===== src/rtl/nseq_pkg.sv =====
package nseq_pkg;

  typedef enum logic [1:0] {
    OP_READ  = 2'd0,
    OP_PROG  = 2'd1,
    OP_ERASE = 2'd2
  } op_e;

  typedef enum logic [1:0] {
    RES_PASS    = 2'd0,
    RES_FAIL    = 2'd1,
    RES_TIMEOUT = 2'd2
  } res_e;

  // One bus cycle request from control to datapath
  typedef struct packed {
    logic       start;   // begin a strobe cycle this clock
    logic       rd;      // read strobe cycle (else write strobe)
    logic       cle;     // command latch level for the cycle
    logic       ale;     // address latch level for the cycle
    logic       toHost;  // read byte goes to the host stream
    logic [7:0] wbyte;   // byte driven in a write cycle
  } cyc_t;

  localparam logic [7:0] CMD_PTR_A   = 8'h00;
  localparam logic [7:0] CMD_PTR_B   = 8'h01;
  localparam logic [7:0] CMD_PTR_C   = 8'h50;
  localparam logic [7:0] CMD_PROG    = 8'h80;
  localparam logic [7:0] CMD_PROG_GO = 8'h10;
  localparam logic [7:0] CMD_ERASE   = 8'h60;
  localparam logic [7:0] CMD_ERASE_GO= 8'hD0;
  localparam logic [7:0] CMD_STATUS  = 8'h70;
  localparam logic [7:0] CMD_RESET   = 8'hFF;

endpackage


===== src/rtl/nseq_dpath.sv =====
module nseq_dpath
  import nseq_pkg::*;
#(
  parameter int STROBE_LO = 2,
  parameter int STROBE_HI = 2
) (
  input  logic       clk,
  input  logic       rst_n,
  input  cyc_t       cyc,
  output logic       cycDone,
  output logic       nandCle,
  output logic       nandAle,
  output logic       nandWeN,
  output logic       nandReN,
  output logic [7:0] nandDout,
  output logic       nandDoe,
  input  logic [7:0] nandDin,
  output logic [7:0] rdByte,
  output logic       rdValid
);

  localparam int MAXW = (STROBE_LO > STROBE_HI) ? STROBE_LO : STROBE_HI;
  localparam int CW   = $clog2(MAXW + 1);

  logic          act;
  logic          lowPh;
  logic          isRd;
  logic          toHost;
  logic [CW-1:0] cnt;

  always_ff @(posedge clk) begin
    if (!rst_n) begin
      act      <= 1'b0;
      lowPh    <= 1'b0;
      isRd     <= 1'b0;
      toHost   <= 1'b0;
      cnt      <= '0;
      cycDone  <= 1'b0;
      nandCle  <= 1'b0;
      nandAle  <= 1'b0;
      nandWeN  <= 1'b1;
      nandReN  <= 1'b1;
      nandDout <= 8'h00;
      nandDoe  <= 1'b0;
      rdByte   <= 8'h00;
      rdValid  <= 1'b0;
    end else begin
      cycDone <= 1'b0;
      rdValid <= 1'b0;
      if (!act) begin
        if (cyc.start) begin
          act      <= 1'b1;
          lowPh    <= 1'b1;
          cnt      <= '0;
          isRd     <= cyc.rd;
          toHost   <= cyc.toHost;
          nandCle  <= cyc.cle;
          nandAle  <= cyc.ale;
          nandDout <= cyc.wbyte;
          nandDoe  <= !cyc.rd;
          nandWeN  <= cyc.rd;
          nandReN  <= !cyc.rd;
        end
      end else if (lowPh) begin
        if (cnt == CW'(STROBE_LO - 1)) begin
          lowPh   <= 1'b0;
          cnt     <= '0;
          nandWeN <= 1'b1;
          nandReN <= 1'b1;
          if (isRd) begin
            rdByte  <= nandDin;
            rdValid <= toHost;
          end
        end else begin
          cnt <= cnt + 1'b1;
        end
      end else begin
        if (cnt == CW'(STROBE_HI - 1)) begin
          act     <= 1'b0;
          cycDone <= 1'b1;
          nandCle <= 1'b0;
          nandAle <= 1'b0;
          nandDoe <= 1'b0;
        end else begin
          cnt <= cnt + 1'b1;
        end
      end
    end
  end

  // Run-length counters for strobe width checks
  logic [7:0] lowRun;
  logic [7:0] hiRun;
  logic       anyLow;
  assign anyLow = !nandWeN || !nandReN;

  always_ff @(posedge clk) begin
    if (!rst_n) begin
      lowRun <= 8'd0;
      hiRun  <= 8'hFF;
    end else begin
      lowRun <= anyLow  ? ((lowRun == 8'hFF) ? lowRun : lowRun + 8'd1) : 8'd0;
      hiRun  <= !anyLow ? ((hiRun  == 8'hFF) ? hiRun  : hiRun  + 8'd1) : 8'd0;
    end
  end


  cle_ale_excl_chk: assert property (@(posedge clk) disable iff (!rst_n)
    !(nandCle && nandAle));


  strobe_excl_chk: assert property (@(posedge clk) disable iff (!rst_n)
    !(!nandWeN && !nandReN));


  strobe_low_width_chk: assert property (@(posedge clk) disable iff (!rst_n)
    $rose(!anyLow) |-> (lowRun >= 8'(STROBE_LO)));


  strobe_high_width_chk: assert property (@(posedge clk) disable iff (!rst_n)
    $rose(anyLow) |-> (hiRun >= 8'(STROBE_HI)));

endmodule


===== src/rtl/nseq_ctrl.sv =====
module nseq_ctrl
  import nseq_pkg::*;
#(
  parameter int PAGE_BYTES = 528,
  parameter int PAGE_W     = 17,
  parameter int COL_W      = 10,
  parameter int BUSY_LIMIT = 5000,
  parameter int WB_GUARD   = 4
) (
  input  logic              clk,
  input  logic              rst_n,
  input  logic              reqValid,
  output logic              reqReady,
  input  logic [1:0]        reqOp,
  input  logic [PAGE_W-1:0] reqPage,
  input  logic [COL_W-1:0]  reqCol,
  input  logic [7:0]        progData,
  output logic              progTake,
  input  logic              nandRbN,
  output cyc_t              cyc,
  input  logic              cycDone,
  input  logic              statReady,
  input  logic              statFail,
  output logic              done,
  output logic [1:0]        result
);

  localparam int CNT_W = $clog2(PAGE_BYTES + 1);
  localparam int TMR_W = $clog2(BUSY_LIMIT + 1);

  typedef enum logic [3:0] {
    S_IDLE, S_PTR, S_OPC, S_ADDR, S_WAIT, S_DATA,
    S_ENDC, S_STC, S_STR, S_RST, S_FIN
  } st_e;

  st_e               st;
  op_e               op;
  logic [PAGE_W-1:0] page;
  logic [COL_W-1:0]  col;
  logic              pend;
  logic [1:0]        idx;
  logic [CNT_W-1:0]  left;
  logic [TMR_W-1:0]  tmr;
  res_e              res;

  logic        issue;
  logic        tmrHit;
  logic        guardOk;
  logic [23:0] pageX;
  logic [7:0]  ptrCmd;
  logic [7:0]  addrByte;

  assign pageX   = 24'(page);
  assign tmrHit  = (tmr >= TMR_W'(BUSY_LIMIT));
  assign guardOk = (tmr >= TMR_W'(WB_GUARD));
  assign reqReady = (st == S_IDLE);

  always_comb begin
    if (int'(col) < 256)      ptrCmd = CMD_PTR_A;
    else if (int'(col) < 512) ptrCmd = CMD_PTR_B;
    else                      ptrCmd = CMD_PTR_C;
  end

  always_comb begin
    case (idx)
      2'd0:    addrByte = col[7:0];
      2'd1:    addrByte = pageX[7:0];
      2'd2:    addrByte = pageX[15:8];
      default: addrByte = pageX[23:16];
    endcase
  end

  always_comb begin
    issue = !pend && (st inside {S_PTR, S_OPC, S_ADDR, S_DATA,
                                 S_ENDC, S_STC, S_STR, S_RST});
    cyc = '0;
    cyc.start = issue;
    case (st)
      S_PTR:  begin cyc.cle = 1'b1; cyc.wbyte = ptrCmd; end
      S_OPC:  begin cyc.cle = 1'b1; cyc.wbyte = (op == OP_PROG) ? CMD_PROG : CMD_ERASE; end
      S_ADDR: begin cyc.ale = 1'b1; cyc.wbyte = addrByte; end
      S_DATA: begin
        if (op == OP_READ) begin cyc.rd = 1'b1; cyc.toHost = 1'b1; end
        else cyc.wbyte = progData;
      end
      S_ENDC: begin cyc.cle = 1'b1; cyc.wbyte = (op == OP_PROG) ? CMD_PROG_GO : CMD_ERASE_GO; end
      S_STC:  begin cyc.cle = 1'b1; cyc.wbyte = CMD_STATUS; end
      S_STR:  cyc.rd = 1'b1;
      S_RST:  begin cyc.cle = 1'b1; cyc.wbyte = CMD_RESET; end
      default: ;
    endcase
  end

  always_ff @(posedge clk) begin
    if (!rst_n) begin
      st       <= S_IDLE;
      op       <= OP_READ;
      page     <= '0;
      col      <= '0;
      pend     <= 1'b0;
      idx      <= 2'd0;
      left     <= '0;
      tmr      <= '0;
      res      <= RES_PASS;
      done     <= 1'b0;
      result   <= 2'd0;
      progTake <= 1'b0;
    end else begin
      done     <= 1'b0;
      progTake <= issue && (st == S_DATA) && (op == OP_PROG);
      if (issue) pend <= 1'b1;
      if ((st == S_WAIT || st == S_STR) && !tmrHit) tmr <= tmr + 1'b1;
      case (st)
        S_IDLE: begin
          if (reqValid) begin
            op   <= (reqOp == 2'd3) ? OP_READ : op_e'(reqOp);
            page <= reqPage;
            col  <= reqCol;
            left <= CNT_W'(PAGE_BYTES) - CNT_W'(reqCol);
            idx  <= 2'd0;
            res  <= RES_PASS;
            st   <= (reqOp == 2'd2) ? S_OPC : S_PTR;
          end
        end
        S_WAIT: begin
          if (guardOk && nandRbN) st <= (op == OP_READ) ? S_DATA : S_STC;
          else if (tmrHit)        st <= S_RST;
        end
        S_FIN: begin
          done   <= 1'b1;
          result <= res;
          st     <= S_IDLE;
        end
        default: begin
          if (pend && cycDone) begin
            pend <= 1'b0;
            case (st)
              S_PTR: begin
                idx <= 2'd0;
                st  <= (op == OP_PROG) ? S_OPC : S_ADDR;
              end
              S_OPC: begin
                idx <= (op == OP_ERASE) ? 2'd1 : 2'd0;
                st  <= S_ADDR;
              end
              S_ADDR: begin
                if (idx == 2'd3) begin
                  tmr <= '0;
                  if (op == OP_READ)      st <= S_WAIT;
                  else if (op == OP_PROG) st <= S_DATA;
                  else                    st <= S_ENDC;
                end else begin
                  idx <= idx + 2'd1;
                end
              end
              S_DATA: begin
                left <= left - 1'b1;
                if (left == CNT_W'(1)) begin
                  if (op == OP_READ) st <= S_FIN;
                  else               st <= S_ENDC;
                end
              end
              S_ENDC: begin
                tmr <= '0;
                st  <= S_WAIT;
              end
              S_STC: begin
                tmr <= '0;
                st  <= S_STR;
              end
              S_STR: begin
                if (statReady) begin
                  res <= statFail ? RES_FAIL : RES_PASS;
                  st  <= S_FIN;
                end else if (tmrHit) begin
                  st <= S_RST;
                end
              end
              S_RST: begin
                res <= RES_TIMEOUT;
                st  <= S_FIN;
              end
              default: st <= S_IDLE;
            endcase
          end
        end
      endcase
    end
  end


  req_hold_chk: assert property (@(posedge clk) disable iff (!rst_n)
    (reqValid && reqReady) |=> !reqReady);


  done_pulse_chk: assert property (@(posedge clk) disable iff (!rst_n)
    done |=> !done);


  read_after_ready_chk: assert property (@(posedge clk) disable iff (!rst_n)
    (cyc.start && st == S_DATA && op == OP_READ) |-> nandRbN);


  reset_on_timeout_chk: assert property (@(posedge clk) disable iff (!rst_n)
    (cyc.start && cyc.cle && cyc.wbyte == CMD_RESET) |-> tmrHit);

endmodule


===== src/rtl/nand_op_sequencer.sv =====
module nand_op_sequencer
  import nseq_pkg::*;
#(
  parameter int PAGE_BYTES = 528,
  parameter int PAGE_W     = 17,
  parameter int COL_W      = $clog2(PAGE_BYTES),
  parameter int STROBE_LO  = 2,
  parameter int STROBE_HI  = 2,
  parameter int BUSY_LIMIT = 5000,
  parameter int WB_GUARD   = 4
) (
  input  logic              clk,
  input  logic              rst_n,
  input  logic              reqValid,
  output logic              reqReady,
  input  logic [1:0]        reqOp,
  input  logic [PAGE_W-1:0] reqPage,
  input  logic [COL_W-1:0]  reqCol,
  input  logic [7:0]        progData,
  output logic              progTake,
  output logic [7:0]        rdData,
  output logic              rdValid,
  output logic              done,
  output logic [1:0]        result,
  output logic              nandCle,
  output logic              nandAle,
  output logic              nandWeN,
  output logic              nandReN,
  output logic [7:0]        nandDout,
  output logic              nandDoe,
  input  logic [7:0]        nandDin,
  input  logic              nandRbN
);

  cyc_t cyc;
  logic cycDone;

  nseq_ctrl #(
    .PAGE_BYTES(PAGE_BYTES), .PAGE_W(PAGE_W), .COL_W(COL_W),
    .BUSY_LIMIT(BUSY_LIMIT), .WB_GUARD(WB_GUARD)
  ) uCtrl (
    .clk(clk), .rst_n(rst_n),
    .reqValid(reqValid), .reqReady(reqReady), .reqOp(reqOp),
    .reqPage(reqPage), .reqCol(reqCol),
    .progData(progData), .progTake(progTake),
    .nandRbN(nandRbN), .cyc(cyc), .cycDone(cycDone),
    .statReady(rdData[6]), .statFail(rdData[0]),
    .done(done), .result(result)
  );

  nseq_dpath #(
    .STROBE_LO(STROBE_LO), .STROBE_HI(STROBE_HI)
  ) uDpath (
    .clk(clk), .rst_n(rst_n), .cyc(cyc), .cycDone(cycDone),
    .nandCle(nandCle), .nandAle(nandAle), .nandWeN(nandWeN),
    .nandReN(nandReN), .nandDout(nandDout), .nandDoe(nandDoe),
    .nandDin(nandDin), .rdByte(rdData), .rdValid(rdValid)
  );

endmodule


===== config.mk =====
export PLATFORM = sky130hd
export DESIGN_NAME = nand_op_sequencer
export DESIGN_NICKNAME = d
export VERILOG_FILES = /design/src/rtl/nseq_pkg.sv /design/src/rtl/nseq_dpath.sv /design/src/rtl/nseq_ctrl.sv /design/src/rtl/nand_op_sequencer.sv
export SDC_FILE = /design/constraint.sdc
export NUM_CORES = 1
export LEC_CHECK = 0
export CAP_MARGIN = 20
export CORE_MARGIN = 2
export CORE_UTILIZATION = 45
export CTS_BUF_LIST = sky130_fd_sc_hd__clkbuf_16
export CTS_CLUSTER_SIZE = 30
export DETAILED_ROUTE_END_ITERATION = 16
export HOLD_SLACK_MARGIN = 0.15
export PLACE_DENSITY = 0.65
export SLEW_MARGIN = 20
export SYNTH_ARGS = -nofsm -noshare
export SYNTH_HDL_FRONTEND = slang
export SYNTH_SLANG_ARGS = --single-unit

===== constraint.sdc =====
create_clock -name clk -period 4.21 [get_ports clk]
set_clock_uncertainty 0.15 [all_clocks]
set_input_delay 0.421 -clock clk [delete_from_list [all_inputs] [get_ports clk]]
set_output_delay 0.421 -clock clk [all_outputs]
set_load 0.02 [all_outputs]

After elaboration in Yosys (flattened, before gate mapping)
Cells that the tools add are included.
{"block": "classes", "n_addsub": 5, "order_cmp": 4, "n_eq_ne": 28, "mux": 78, "bitwise_logic": 3, "n_reduce_logical": 36}
{"cell": "8-bit one-hot mux with 7 select lines", "count": 1}
{"cell": "13-bit 2-to-1 mux", "count": 4}
{"cell": "4-bit 2-to-1 mux", "count": 9}
{"cell": "1-bit 2-to-1 mux", "count": 32}
{"cell": "8-bit 2-to-1 mux", "count": 4}
{"cell": "4-bit one-hot mux with 8 select lines", "count": 1}
{"cell": "10-bit 2-to-1 mux", "count": 3}
{"cell": "2-bit 2-to-1 mux", "count": 14}
{"cell": "13-bit one-hot mux with 2 select lines", "count": 1}
{"cell": "8-bit one-hot mux with 3 select lines", "count": 1}
{"cell": "10-bit one-hot mux with 2 select lines", "count": 1}
{"cell": "4-bit by 3-bit equality test with 1-bit output (second input constant)", "count": 4}
{"cell": "5-bit AND reduction", "count": 3}
{"cell": "13-bit by 1-bit adder with 13-bit output (second input constant)", "count": 1}
{"cell": "13-bit >= comparator (second input constant)", "count": 1}
{"cell": "13-bit by 3-bit >= comparator with 1-bit output (second input constant)", "count": 1}
{"cell": "4-bit equality test (second input constant)", "count": 3}
{"cell": "2-bit one-hot mux with 2 select lines", "count": 3}
{"cell": "4-bit one-hot mux with 3 select lines", "count": 1}
{"cell": "4-bit AND reduction", "count": 3}
{"cell": "10-bit by 1-bit equality test with 1-bit output (second input constant)", "count": 1}
{"cell": "2-bit equality test (second input constant)", "count": 5}
{"cell": "10-bit < comparator (second input constant)", "count": 1}
{"cell": "10-bit by 9-bit < comparator with 1-bit output (second input constant)", "count": 1}
{"cell": "other kinds (28)", "count": 55}
{"block": "totals", "reg_bits": 94, "out_inout_bits": 27, "wordCells": 180}

Logic depth before layout (Yosys ltp)
Gate-level depths: netlist (run 1).
{"block": "logic_depth", "word_depth": 8, "mapped_depth": 8}

Hierarchy
Synthesis (run 1) repeated with hierarchy kept, for this count alone.
{"block": "hier_totals", "cells_unflattened": 603, "hier_area_um2": 4778.3}
{"mod": "nseq_ctrl", "n_inst": 1, "cells_each": 483, "area_per_inst_um2": 3678.5}
{"mod": "nseq_dpath", "n_inst": 1, "cells_each": 120, "area_per_inst_um2": 1099.8}

Worst setup path after synthesis (run 1)
OpenSTA, ideal clock, no wires.
{"block": "synth_path", "path_type": "in2reg", "startpoint": "in reqCol[0]", "endpoint": "reg uCtrl.left[8]", "setup_time_ps": 132, "arrival_time_ps": 1799, "t_required_ps": 3928, "path_slack_ps": 2129, "cell_stages": 7, "path_buffers": 0, "path_cell_list": "inv_1 -> ha_1 -> or3b_2 -> a2111oi_2 -> xnor2_1 -> o22ai_1 -> a21oi_1"}
{"block": "synth_between", "elab_chain_len": 3}
{"element": "from (decl)", "line": "nand_op_sequencer.sv:18", "rtl": "input logic [COL_W-1:0] reqCol,"}
{"element": "10-bit subtractor", "line": "nseq_ctrl.sv:119", "rtl": "left <= CNT_W'(PAGE_BYTES) - CNT_W'(reqCol);"}
{"element": "10-bit 2-to-1 mux", "line": "nseq_ctrl.sv:115", "rtl": "if (reqValid) begin"}
{"element": "10-bit one-hot mux with 2 select lines", "line": "nseq_ctrl.sv:113", "rtl": "case (st)"}
{"element": "to (signal assigned)", "line": "nseq_ctrl.sv:119"}
{"element": "to (signal assigned)", "line": "nseq_ctrl.sv:157", "rtl": "left <= left - 1'b1;"}
{"element": "to (decl)", "line": "nseq_ctrl.sv:42", "rtl": "logic [CNT_W-1:0] left;"}
Every way passes these cells. The select of a mux whose other input is x is not followed.
A chain may end at the register's enable or synchronous reset.

Worst setup path in the final report (run 1)
{"block": "layout_path", "startpoint": "reg uCtrl.st[0]", "endpoint": "out reqReady"}
{"block": "layout_between", "elab_chain_len": 1}
{"element": "from (decl)", "line": "nseq_ctrl.sv:36", "rtl": "st_e st;"}
{"element": "from (signal assigned)", "line": "nseq_ctrl.sv:122", "rtl": "st <= (reqOp == 2'd2) ? S_OPC : S_PTR;"}
{"element": "from (signal assigned)", "line": "nseq_ctrl.sv:126", "rtl": "if (guardOk && nandRbN) st <= (op == OP_READ) ? S_DATA : S_STC;"}
{"element": "from (signal assigned)", "line": "nseq_ctrl.sv:140", "rtl": "st <= (op == OP_PROG) ? S_OPC : S_ADDR;"}
{"element": "4-bit zero test", "line": "nseq_ctrl.sv:56", "rtl": "assign reqReady = (st == S_IDLE);"}
{"element": "to (decl)", "line": "nand_op_sequencer.sv:15", "rtl": "output logic reqReady,"}
Every way passes these cells.

==> implementation parameters, run 1 <==
Parameter                              Value

Setup path
  Setup crit end kind ... primary output
  Worst R2R Setup Slack ... 1.24 ns
  Setup crit start kind ... flop
  Biggest fanout along the worst timing path ... 30
  Endpoint required time on the critical path ... 3.64 ns
  CP Data Arrival Time ... 2.60 ns
  Start-to-end type of the worst setup path ... reg2out

Logic synthesis
  Post-synth top cells ... sky130_fd_sc_hd__dfxtp_1 (94), sky130_fd_sc_hd__nand2_1 (92), sky130_fd_sc_hd__a21oi_1 (65), sky130_fd_sc_hd__nor2_1 (61), sky130_fd_sc_hd__o21ai_0 (31)
  Post-Syn Area ... 4790 µm²
  Synth async-reset ratio ... 0%
  Distinct cell type count of the synthesized netlist ... 73
  Biggest area contributors in the synthesized netlist ... sky130_fd_sc_hd__dfxtp_1 (39%), sky130_fd_sc_hd__nand2_1 (7.2%), sky130_fd_sc_hd__a21oi_1 (6.8%), sky130_fd_sc_hd__nor2_1 (4.8%), sky130_fd_sc_hd__o21ai_0 (3.2%)
  Proportion of netlist area held by the largest area contributor ... 39.3%
  Number of synthesized register bits ... 94
  Average instance area after synthesis ... 8.07 µm²
  Dominant synthesized flop cell ... sky130_fd_sc_hd__dfxtp_1
  Post-synth top area cell ... sky130_fd_sc_hd__dfxtp_1
  Number of enable flip-flop cells after synthesis ... 0
  YS warnings ... 0
  Post-Synthesis Cells ... 594
  Most common cell in the synthesized netlist ... sky130_fd_sc_hd__dfxtp_1
  Net count after synthesis ... 652
  Post-synthesis sequential area ratio ... 39.3%

Timing
  Post-route worst setup slack ... 1.04 ns
  Worst Tran Pin Value ... 0.928 ns
  Crit path time final ... 3.17 ns
  Total of endpoints with negative setup slack in the final report ... 0
  Maximum clock frequency ... 315 MHz
  Worst Hold Slack ... 0.300 ns
  Max Transition Viols Final ... 0
  Relative slew slack ... 38.0%
  Setup total negative slack ... 0 ns
  Fin crit share ... 75.3%
  RSZ-0062 raised after global routing ... false
  Endpoints failing hold ... 0

Placed design
  I/O Buffers ... 75
  HPWL after detailed placement ... 8.83 mm
  Worst setup timing slack at the placement stage ... 1.37 ns
  Final estimated routing congestion in global placement ... 0.936
  Dpl cell area ... 5560 µm²

Routing
  Ratio of routed vias to standard cells ... 5.62
  M1 WL ... 5.67 mm
  Wire length per cell after detailed routing ... 16.0 µm
  Highest metal layer with signal wires ... met4
  Routed WL ... 12.6 mm
  Number of search-and-repair iterations in the first detailed-routing pass ... 6
  Post-DRT Antenna Nets ... 0
  Drt drc ... 0
  Metal3 WL ... 648 µm
  Count of vias placed by the detailed router ... 4418
  Met2 WL post-DR ... 6.14 mm
  Number of violations reported at the end of detailed-routing iteration 0 ... 337

Die
  Height of the die ... 107 µm
  I/O pins ... 76
  Die width ... 107 µm
  Die area ... 11500 µm²
  Number of placement rows ... 37
  Starting Density ... 46.4%
  Core outline area ... 10300 µm²

Clock tree
  Clock tree from TritonCTS ... yes
  Clock insertion delay at the later pin of the skew report ... 0.34 ns
  Number of gates resized after CTS ... 0
  Count of buffers added by post-CTS timing repair for setup ... 0
  Post-cts hold buffer count ... 0
  Clock buffer count from CTS ... 9
  Maximum root-to-sink buffer count ... 2
  Clock slew at the register clock pins of the worst setup and hold paths ... 0.06 ns
  H-tree levels ... 3
  CTS sink count ... 94
  Library cell used as clock root buffer ... sky130_fd_sc_hd__clkbuf_16

Min path
  Path category of the worst min-delay check ... reg2reg

GRT
  Antenna violations before repair ... 0
  Global-route wire length before repair ... 20.7 mm
  Number of global-route vias before repair ... 4269
  Maximum number of pins on one net before global-route repair ... 55
  Global-route usage over all layers ... 22.3%
  Total grt overflow ... 0

Finish
  Area overhead of the layout relative to synthesis ... 22.2%
  Final core utilization ... 56.7%
  Diodes inserted ... 0
  Ratio of cells with drive above 1 in the final layout ... 6.00%
  Final Cell Area ... 5860 µm²
  Number of nets at the end of the flow ... 703

Outcome
  Result of the run ... finished clean

Pwr
  Maximum resistive drop on vdd ... 0.000290 V
  Leakage power total ... 2.12 nW
  PD cells ... 596 nW/µm²

Job
  Total of max-cap violations ... 0
metal layers:
| metal | vias to the layer above | track usage, % |
|---|---|---|
| met3 | 13 | 4.44 |
| met5 | - | 0 |
| met4 | 0 | 5.94 |
| li1 | 2195 | - |
| met1 | 2087 | 29.6 |
| met2 | 123 | 37.1 |
cells in the final DEF (no fill, tap or decap), drive strengths merged, types with 4 or more instances in the layout:
cell and instances:
dfxtp 94, nand2b 10, buf 4, ha 9
nand2 93, a31oi 7, nand3 11, nand4 7
clkdlybuf4s50 75, a21oi 65, clkinv 4, xnor2 10
nor2 63, mux2i 13, nor3 11, a21o 4
inv 18, and4 4, o21ai 31, nor2b 7
clkbuf 9, and2 6, xor2 11, o2bb2ai 4
a222oi 9, nor3b 7, or3 4
worst max-delay path, cell delays in order, from the launching register on:
cell	delay (ns)
sky130_fd_sc_hd__dfxtp_1	0.61
sky130_fd_sc_hd__or4_1	0.80
sky130_fd_sc_hd__inv_4	0.21
sky130_fd_sc_hd__clkdlybuf4s50_1	0.63
through the flow:
| stage | std cells | total power, W |
|---|---|---|
| 2_1_floorplan | 594 | 0.00233 |
| 3_3_place_gp | 769 | 0.00267 |
| 3_5_place_dp | 769 | 0.00268 |
| 4_1_cts | 785 | 0.00350 |
| 5_1_grt | 786 | 0.00373 |
| 6_report | 786 | 0.00349 |
final timing paths:
path                      start  depth (start not counted)              to
hold reg to reg   uDpath.toHost                          2  uDpath.rdValid
setup / recovery    uCtrl.st[0]                          3        reqReady
setup reg to reg    uCtrl.st[0]                          5   uCtrl.left[9]
hold / removal    uDpath.toHost                          2  uDpath.rdValid
report_power, final:
part | leakage [nW] | internal [W] | switching, W
Combinational | 1.20 | 0.000565 | 0.000852
Sequential | 0.764 | 0.00104 | 0.000225
Clock | 0.148 | 0.000457 | 0.000347
Total | 2.12 | 0.00207 | 0.00142
cells by family (layout without fill, tap and decap cells):
logic type / after synthesis / after routing / share of synthesized area [%]
and+or+nand+nor: 246 / 246 / 25.1
xor gates and xnor gates: 21 / 21 / 3.84
DFF: 94 / 94 / 39.3
buffers and inverters: 55 / 111 / 5.12
AOI/OAI and AO/OA: 156 / 156 / 21.6
adders and majority gates: 9 / 9 / 2.35
muxes: 13 / 13 / 2.71
registers in the layout, summed over array words and instances, names as in the netlist, 4 cells and up:
name,flops
uCtrl.left,10
uCtrl.tmr,13
uCtrl.page,17
uCtrl.st,4
uDpath.rdByte,8
uDpath.nandDout,8
uCtrl.col,10
cell type report:
cell class              count  area (µm²)
fillers                   952        4470
flip-flops and latches     94        1880
multi-input cells         445        2670
repair buffers             79         781
inverters                  16        62.6
well taps                 136         170
clock buffers               9         225
clock inverters             7        65.1
Note: power is estimated with default switching activity, not from simulation.
==> inputs of run 2 (changes only) <==
PLACE_DENSITY = 0.67   (was 0.65)
clock period = 2.91 ns   (was 4.21 ns; I/O delays follow)
==> run 2 against run 1 <==
Combinational power is 65% higher. Core utilization up 1.3 points. Routed wire length is 1.4% higher. Via count grew 2.5%. Final area increased by 2.3%. First-iteration DRC count up 21%. Power grew 52%. Cell count is 1.5% higher.
==> implementation parameters, run 2 (same netlist as run 1, synthesis figures left out) <==
Parameter                              Value

Setup path
  Worst R2R Setup Slack ... 0.45 ns
  Cell depth of the worst flop-to-flop path ... 6
  R2R Path End ... uCtrl.left[1]
  Endpoint required time on the critical path ... 2.47 ns
  Worst setup path start ... uCtrl.st[3]
  Crit-path slowest cell ... sky130_fd_sc_hd__or4_1
  CP Data Arrival Time ... 2.32 ns
  Setup crit start kind ... flop
  Worst-path cell chain ... or4_1 > inv_4 > clkdlybuf4s50_1
  Start-to-end type of the worst setup path ... reg2out
  Biggest fanout along the worst timing path ... 16
  Worst setup path endpoint ... reqReady
  Critical R2R Launch ... uCtrl.st[3]
  Setup crit end kind ... primary output
  Maximum cell stage delay along the critical path ... 0.64 ns

Pwr
  Maximum resistive drop on vdd ... 0.000522 V
  Sw Pwr ... 0.00213 W
  Sequential power share ... 32.1%
  PD cells ... 885 nW/µm²
  Leakage power total ... 2.18 nW
  Relative contribution of combinational cells to total power ... 44.1%
  Int Power ... 0.00318 W
  Sw frac ... 40.1%
  Clock share of power ... 23.8%

Placed design
  Dpl cell area ... 5670 µm²
  I/O Buffers ... 75
  Final estimated routing congestion in global placement ... 0.902
  HPWL after detailed placement ... 9.13 mm
  Placed cell count ... 783

Routing
  Wire length per cell after detailed routing ... 16.0 µm
  Ratio of routed vias to standard cells ... 5.68
  Drt drc ... 0
  Number of violations reported at the end of detailed-routing iteration 0 ... 408
  Routed WL ... 12.8 mm
  Post-DRT Antenna Nets ... 0
  Number of search-and-repair iterations in the first detailed-routing pass ... 5
  Count of vias placed by the detailed router ... 4529

Finish
  Final Cell Area ... 5990 µm²
  Diodes inserted ... 0
  Number of nets at the end of the flow ... 716
  Number of flip-flops under the largest register name ... 17
  Top flop regs ... uCtrl.page x17, uCtrl.tmr x13
  Most frequent cells in the layout ... sky130_fd_sc_hd__dfxtp_1 (94), sky130_fd_sc_hd__nand2_1 (92), sky130_fd_sc_hd__clkdlybuf4s50_1 (75), sky130_fd_sc_hd__a21oi_1 (65), sky130_fd_sc_hd__nor2_1 (61)
  Count of fill cells added during filler insertion ... 941
  Commonest non-fill, non-tap cell in the layout ... sky130_fd_sc_hd__dfxtp_1
  Ratio of cells with drive above 1 in the final layout ... 7.85%
  Area overhead of the layout relative to synthesis ... 25.0%
  Non-filler cells in the finished layout ... 798
  Register with the most flip-flops ... uCtrl.page

GRT
  Total grt overflow ... 0
  Global-route wire length before repair ... 21.1 mm
  Global-route usage over all layers ... 22.8%
  Maximum number of pins on one net before global-route repair ... 35
  Antenna violations before repair ... 0
  Number of global-route vias before repair ... 4361

Min path
  Hold Path Origin ... uDpath.toHost
  Path category of the worst min-delay check ... reg2reg

Outcome
  Result of the run ... finished clean

Timing
  RSZ-0062 raised after global routing ... false
  Relative slew slack ... 56.0%
  Worst Tran Pin Value ... 0.659 ns
  Setup total negative slack ... 0 ns
  Maximum clock frequency ... 362 MHz
  Fin crit share ... 94.9%
  Crit path time final ... 2.76 ns
  Total of endpoints with negative setup slack in the final report ... 0
  Endpoints failing hold ... 0
  Max Transition Viols Final ... 0

Clock tree
  CTS sink count ... 94
  H-tree levels ... 3
  Clock slew at the register clock pins of the worst setup and hold paths ... 0.07 ns
  Clock buffer count from CTS ... 9
  Clock tree from TritonCTS ... yes
  Number of gates resized after CTS ... 0
  Clock insertion delay at the later pin of the skew report ... 0.34 ns
  Maximum root-to-sink buffer count ... 2
  Count of buffers added by post-CTS timing repair for setup ... 0
  Post-cts hold buffer count ... 0
  Library cell used as clock root buffer ... sky130_fd_sc_hd__clkbuf_16

Die
  I/O pins ... 76
  Die width ... 107 µm
  Number of placement rows ... 37
  Height of the die ... 107 µm
  Starting Density ... 46.4%
  Die area ... 11500 µm²
  Core outline area ... 10300 µm²

Job
  Total of max-cap violations ... 0
-- run 2: cell types whose count changed in the layout (fill, tap and decap cells not counted), sizes merged --
cell,change
buf,+13
bufinv,+1
clkinvlp,+2
clkinv,-4
-- run 2: metrics by stage --
step	utilization (%)	hold WS (ns)	power (W)	setup WS, ns
after CTS	58.0	0.284	0.00529	0.172
after global placement	54.9	0.280	0.00397	0.404
after global routing	58.0	0.316	0.00564	0.0811
after detailed placement	54.9	0.279	0.00402	0.328
final	58.0	0.284	0.00530	0.149
after floorplan	-	0.260	0.00338	0.959
-- run 2: layer usage --
metal / up-vias / track usage [%] / wire [µm]
met1: 2146 / 29.2 / 5760
met5: - / 0 / 0
met2: 135 / 38.2 / 6110
met4: 0 / 7.33 / 237
met3: 21 / 4.80 / 659
li1: 2227 / - / -
-- run 2: area by class of cell --
| cell class | instances | area [µm²] | share of cell area, % |
|---|---|---|---|
| multi-input combinational | 445 | 2670 | 44.5 |
| sequential | 94 | 1880 | 31.4 |
| timing repair buffer | 92 | 891 | 14.9 |
| clock buffer | 9 | 225 | 3.76 |
| tap | 136 | 170 | 2.84 |
| clock inverter | 6 | 92.6 | 1.55 |
| inverter | 16 | 62.6 | 1.04 |
-- run 2: power by group through the flow --
| stage | logic (W) | registers [W] | clock network [W] |
|---|---|---|---|
| 2_1_floorplan | 0.00169 | 0.00169 | 0 |
| 3_3_place_gp | 0.00225 | 0.00171 | 0 |
| 3_5_place_dp | 0.00230 | 0.00172 | 0 |
| 4_1_cts | 0.00231 | 0.00170 | 0.00129 |
| 5_1_grt | 0.00258 | 0.00173 | 0.00134 |
| 6_report | 0.00234 | 0.00170 | 0.00126 |
-- run 2: how the worst min path moves through the flow --
stage	to	slack, ns	depth (start not counted)
5_1_grt	uDpath.rdValid	0.32	2
3_5_place_dp	uDpath.rdValid	0.28	2
2_1_floorplan	uDpath.rdValid	0.26	2
3_3_place_gp	uDpath.rdValid	0.28	2
6_report	uDpath.rdValid	0.28	2
4_1_cts	uDpath.rdValid	0.28	2
-- run 2: critical path: cells and delay by family (launching register included) --
family                 cells  cell delay, ns
DFF                        1            0.48
buffers and inverters      2            0.87
and+or+nand+nor            1            0.64
